===== src/rtl/hstep_pkg.sv =====
package hstep_pkg;
  typedef enum logic [1:0] {
    ST_IDLE = 2'd0,
    ST_EVAL = 2'd1,
    ST_WAIT = 2'd2
  } seq_state_t;
endpackage


===== src/rtl/hstep_ms_tick.sv =====
module hstep_ms_tick #(
  parameter int CYC_PER_MS = 1000
) (
  input  logic clk,
  input  logic rst,
  input  logic clr,
  output logic tick
);
  localparam int CW = $clog2(CYC_PER_MS + 1);

  logic [CW-1:0] cnt_q;

  assign tick = !clr && (cnt_q == CW'(CYC_PER_MS - 1));

  always_ff @(posedge clk) begin
    if (rst || clr) cnt_q <= '0;
    else if (tick)  cnt_q <= '0;
    else            cnt_q <= cnt_q + CW'(1);
  end

  assert_tick_range_R6: assert property (@(posedge clk) disable iff (rst)
    cnt_q <= CW'(CYC_PER_MS - 1));
endmodule


===== src/rtl/hstep_interval.sv =====
module hstep_interval #(
  parameter int LEN_W = 5
) (
  input  logic             clk,
  input  logic             rst,
  input  logic             clr,
  input  logic             tick,
  input  logic [LEN_W-1:0] len,
  output logic             done
);
  logic [LEN_W-1:0] ms_q;

  assign done = tick && (ms_q == len - LEN_W'(1));

  always_ff @(posedge clk) begin
    if (rst || clr) ms_q <= '0;
    else if (done)  ms_q <= '0;
    else if (tick)  ms_q <= ms_q + LEN_W'(1);
  end

  assert_ms_below_len_R6: assert property (@(posedge clk) disable iff (rst || clr)
    (len != '0) |-> (ms_q < len));
endmodule


===== src/rtl/head_step_seq.sv =====
module head_step_seq #(
  parameter int TRACK_W     = 8,
  parameter int RATE_W      = 4,
  parameter int CYC_PER_MS  = 1000,
  parameter int STEP_BUDGET = 255
) (
  input  logic               clk,
  input  logic               rst,
  input  logic               start_i,
  input  logic               cmd_recal_i,
  input  logic [TRACK_W-1:0] target_i,
  input  logic               trk0_i,
  input  logic [RATE_W-1:0]  rate_i,
  output logic               step_o,
  output logic               dir_in_o,
  output logic [TRACK_W-1:0] track_o,
  output logic               seek_end_o,
  output logic               equip_chk_o,
  output logic               busy_o
);
  import hstep_pkg::*;

  localparam int LEN_W    = RATE_W + 1;
  localparam int SPAN     = 2 ** RATE_W;
  localparam int BUDGET_W = $clog2(STEP_BUDGET + 1);

  seq_state_t         state_q;
  logic               recal_q;
  logic [TRACK_W-1:0] tgt_q;
  logic [TRACK_W-1:0] track_q;
  logic [LEN_W-1:0]   len_q;
  logic [BUDGET_W-1:0] budget_q;
  logic               step_q, dir_q, seek_end_q, equip_q;
  logic               wait_clr, ms_tick, wait_done;

  assign wait_clr = (state_q != ST_WAIT);

  hstep_ms_tick #(.CYC_PER_MS(CYC_PER_MS)) u_tick (
    .clk(clk), .rst(rst), .clr(wait_clr), .tick(ms_tick)
  );

  hstep_interval #(.LEN_W(LEN_W)) u_ivl (
    .clk(clk), .rst(rst), .clr(wait_clr), .tick(ms_tick),
    .len(len_q), .done(wait_done)
  );

  always_ff @(posedge clk) begin
    if (rst) begin
      state_q    <= ST_IDLE;
      recal_q    <= 1'b0;
      tgt_q      <= '0;
      track_q    <= '0;
      len_q      <= '0;
      budget_q   <= '0;
      step_q     <= 1'b0;
      dir_q      <= 1'b0;
      seek_end_q <= 1'b0;
      equip_q    <= 1'b0;
    end else begin
      step_q <= 1'b0;
      case (state_q)
        ST_IDLE: begin
          if (start_i) begin
            recal_q    <= cmd_recal_i;
            tgt_q      <= target_i;
            len_q      <= LEN_W'(SPAN) - LEN_W'(rate_i);
            budget_q   <= BUDGET_W'(STEP_BUDGET);
            seek_end_q <= 1'b0;
            equip_q    <= 1'b0;
            state_q    <= ST_EVAL;
          end
        end
        ST_EVAL: begin
          if (recal_q) begin
            if (trk0_i || budget_q == '0) begin
              track_q    <= '0;
              seek_end_q <= 1'b1;
              equip_q    <= (budget_q == '0);
              state_q    <= ST_IDLE;
            end else begin
              budget_q <= budget_q - BUDGET_W'(1);
              step_q   <= 1'b1;
              dir_q    <= 1'b0;
              state_q  <= ST_WAIT;
            end
          end else if (tgt_q > track_q) begin
            track_q <= track_q + TRACK_W'(1);
            step_q  <= 1'b1;
            dir_q   <= 1'b1;
            state_q <= ST_WAIT;
          end else if (tgt_q < track_q) begin
            track_q <= track_q - TRACK_W'(1);
            step_q  <= 1'b1;
            dir_q   <= 1'b0;
            state_q <= ST_WAIT;
          end else begin
            seek_end_q <= 1'b1;
            state_q    <= ST_IDLE;
          end
        end
        ST_WAIT: begin
          if (wait_done) state_q <= ST_EVAL;
        end
        default: state_q <= ST_IDLE;
      endcase
    end
  end

  assign step_o      = step_q;
  assign dir_in_o    = dir_q;
  assign track_o     = track_q;
  assign seek_end_o  = seek_end_q;
  assign equip_chk_o = equip_q;
  assign busy_o      = (state_q != ST_IDLE);

  assert_step_single_R5: assert property (@(posedge clk) disable iff (rst)
    step_o |=> !step_o);

  assert_seek_inward_R2: assert property (@(posedge clk) disable iff (rst)
    (step_o && !recal_q && dir_in_o) |-> (track_o == $past(track_o) + TRACK_W'(1)));

  assert_seek_outward_R3: assert property (@(posedge clk) disable iff (rst)
    (step_o && !recal_q && !dir_in_o) |-> (track_o == $past(track_o) - TRACK_W'(1)));

  assert_budget_end_R8: assert property (@(posedge clk) disable iff (rst)
    $rose(equip_chk_o) |-> (seek_end_o && track_o == '0 && !busy_o));

  assert_busy_end_R10: assert property (@(posedge clk) disable iff (rst)
    $rose(seek_end_o) |-> !busy_o);

  assert_no_idle_step_R10: assert property (@(posedge clk) disable iff (rst)
    !busy_o |-> !step_o);
endmodule


===== config.mk =====
export PLATFORM = sky130hd
export DESIGN_NAME = head_step_seq
export DESIGN_NICKNAME = d
export VERILOG_FILES = /design/src/rtl/hstep_pkg.sv /design/src/rtl/hstep_ms_tick.sv /design/src/rtl/hstep_interval.sv /design/src/rtl/head_step_seq.sv
export SDC_FILE = /design/constraint.sdc
export NUM_CORES = 1
export LEC_CHECK = 0
export BUFFER_PORTS_ARGS = -buffer_cell sky130_fd_sc_hd__buf_2
export CORE_MARGIN = 1
export CORE_UTILIZATION = 58
export CTS_CLUSTER_DIAMETER = 120
export DETAILED_ROUTE_END_ITERATION = 6
export PLACE_DENSITY = 0.79
export SLEW_MARGIN = 20
export SYNTH_ARGS = -nofsm -noshare
export SYNTH_HDL_FRONTEND = slang
export SYNTH_SLANG_ARGS = --single-unit

===== constraint.sdc =====
create_clock -name clk -period 3.9 [get_ports clk]
set_clock_uncertainty 0.15 [all_clocks]
set_input_delay 0.39 -clock clk [delete_from_list [all_inputs] [get_ports clk]]
set_output_delay 0.39 -clock clk [all_outputs]
set_load 0.01 [all_outputs]

==> flow_summary.json <==
{
  "ios": 30,
  "place_congestion": 0.835,
  "drive_gt1_frac": 0.129,
  "crit_type": "register to register",
  "wl_per_cell_um": 12.9,
  "cp_slowest_stage_delay_ps": 500,
  "die-width_um": 71.1,
  "nets": 394,
  "cts_sinks": 51,
  "required_ps": 3990,
  "synth_edf_count": 0,
  "rows": 24,
  "syn_area_um2": 2770,
  "p_leak_uw": 0.00123,
  "firstDrtPassIters": 6,
  "cts_buffers": 5,
  "drv_cap": 0,
  "ctsLongestPathBuffers": 2,
  "grt_first_pass_wirelength_mm": 9.19,
  "end_kind": "register",
  "powerDensity_nw_per_um2": 596,
  "dp_hpwl_mm": 3.89,
  "max-slew-margin-rel": 0.257,
  "startpoint_type": "register",
  "synthArstFlopShare": 0,
  "yosysWarnings": 0,
  "layout_commonest_cell": "dfxtp_1",
  "antenna_found_initial": 0,
  "grt_setup_unrepaired": "false",
  "dp.cells": 401,
  "syn_area_per_cell_um2": 8.44,
  "antenna_left": 0,
  "cts_setup_buffers": 0,
  "crit_path_cell_trace": "inv_1 -> ha_1 -> nand4_1 -> nand2b_1 -> a21oi_1 -> nor2_1 -> buf_4 -> ha_1 -> a21oi_1 -> o211ai_1 -> o41ai_1 -> o21ba_2 -> or4_1 -> o211ai_1",
  "drcViolationCount": 0,
  "finalWirelength_mm": 5.29,
  "arrival_ps": 3650,
  "cts_resized": 0,
  "finalHoldViolCount": 0,
  "vias": 2323,
  "hold_class": "input pin to register",
  "worst_pin_slew_ps": 1110,
  "slowest_stage": "or4_1",
  "cts_root_buffer": "clkbuf_8",
  "grt_use_total": 0.230,
  "seq_area_frac_synth": 0.369,
  "initial_utilization": 0.619,
  "grt_overflow_total": 0,
  "syn_inst": 328,
  "tns_ps": 0,
  "max_freq_mhz": 281,
  "fin_crit_sh": 0.912,
  "ys_types": 51,
  "die_h_um": 71.1,
  "path_max_fanout": 7,
  "synth_top_flop_cell": "dfxtp_1",
  "cts_tree": "yes",
  "antenna_cells": 0,
  "die-area_um2": 5050,
  "grt_pass1_vias": 2167,
  "period_needed_ps": 3560,
  "setup_viol": 0,
  "drtIter0Drc": 131,
  "postCtsHoldBufs": 0,
  "area_growth_pct": 10.0,
  "outcome": "complete, no violations",
  "fin_cells": 409,
  "core_um2": 4470,
  "avgViaCountPerCell": 5.68,
  "synth_seq_cells": 51,
  "power_uw": 1820,
  "clk_pin_slew_ps": 90,
  "clock_latency_ps": 320,
  "peakVddDrop_mv": 0.415,
  "cts_htree_levels": 2,
  "grt_max_degree": 39,
  "slew_violations": 0,
  "syn-num-nets": 366,
  "final_cell_mix": "51 x dfxtp_1, 35 x nand2_1, 34 x nor2_1",
  "port_buffers": 29
}
## synth_stat cells, types with 2 or more instances
cell type      instances  area (µm²)
a211oi_1               3        22.5
a21o_1                 2        15.0
a21oi_1               30         150
a22oi_1                4        30.0
a31oi_1                3        18.8
clkbuf_1               5        18.8
dfxtp_1               51        1020
dlygate4sd1_1          2        17.5
ha_1                  20         250
inv_1                 23        86.3
nand2_1               35         131
nand2_2                2        12.5
nand2b_1               8        50.1
nand3_1                7        35.0
nand4_1                7        43.8
nand4b_1               3        26.3
nor2_1                34         128
nor2b_1                3        18.8
nor3_1                 7        35.0
nor3b_1                3        22.5
nor4_1                 2        12.5
o211ai_1               3        22.5
o21a_1                 2        15.0
o21ai_0                7        35.0
o31ai_1                2        15.0
or2_2                  2        12.5
or3_1                  5        31.3
or4_1                  4        30.0
xnor2_1               14         123
xor2_1                14         123
## through the flow
stage	setup WS [ps]	hold WS, ps	cell area, µm²	util
global route	124	146	3050	0.681
CTS	330	149	3050	0.681
floorplan	483	263	2770	-
detailed placement	373	303	2930	0.654
finish	343	154	3050	0.681
global placement	498	278	2930	0.654
## worst max-delay path: cells and delay by family, from the launching register on
kind | cells | cell delay [ps]
AO/OA/AOI/OAI | 6 | 1210
adder cells (fa/ha/maj) | 2 | 560
buffers and inverters | 2 | 230
AND/OR/NAND/NOR | 4 | 940
flip-flops | 1 | 400
## state kept, by name (all words and copies together) (netlist names)
| signal | cells |
|---|---|
| u_tick.cnt_q | 10 |
| budget_q | 8 |
| tgt_q | 8 |
| track_o | 8 |
| len_q | 5 |
| u_ivl.ms_q | 5 |
| state_q | 2 |
| dir_in_o | 1 |
| equip_chk_o | 1 |
| recal_q | 1 |
| seek_end_o | 1 |
| step_o | 1 |
## final timing paths
path	start	to	slack, ps	cells past startpoint
worst max-delay path	track_o[5]	track_o[7]	340	14
worst min-delay path	target_i[0]	tgt_q[0]	150	3
worst max register to register	track_o[5]	track_o[7]	340	14
worst min register to register	tgt_q[6]	tgt_q[6]	320	2
## layer usage
layer | wire (µm) | vias to the layer above | global-route usage
met3 | 207 | 9 | 0.0541
met1 | 2550 | 1083 | 0.288
met4 | 126 | 0 | 0.0956
met2 | 2400 | 41 | 0.380
li1 | - | 1190 | -
met5 | 0 | - | 0
## power by group
group	total (µW)	switching, µW	internal (µW)	leakage, µW
Clock	395	184	211	0.0000618
Combinational	780	430	350	0.000747
Sequential	640	61.2	579	0.000417
## logic make-up after synthesis
| kind of cell | after synthesis | synth area share |
|---|---|---|
| XOR/XNOR | 28 | 0.0886 |
| AO/OA/AOI/OAI | 67 | 0.158 |
| buffers and inverters | 32 | 0.0533 |
| multiplexers | 1 | 0.00362 |
| adder cells (fa/ha/maj) | 21 | 0.0976 |
| AND/OR/NAND/NOR | 128 | 0.230 |
| flip-flops | 51 | 0.369 |
## area by class of cell
type,count,area (µm²)
Clock buffer,6,82.6
Clock inverter,2,38.8
Fill cell,369,1430
Inverter,23,86.3
Multi-Input combinational cell,245,1600
Sequential cell,51,1020
Tap cell,52,65.1
Timing Repair Buffer,30,153
(Power assumes the default switching activity.)
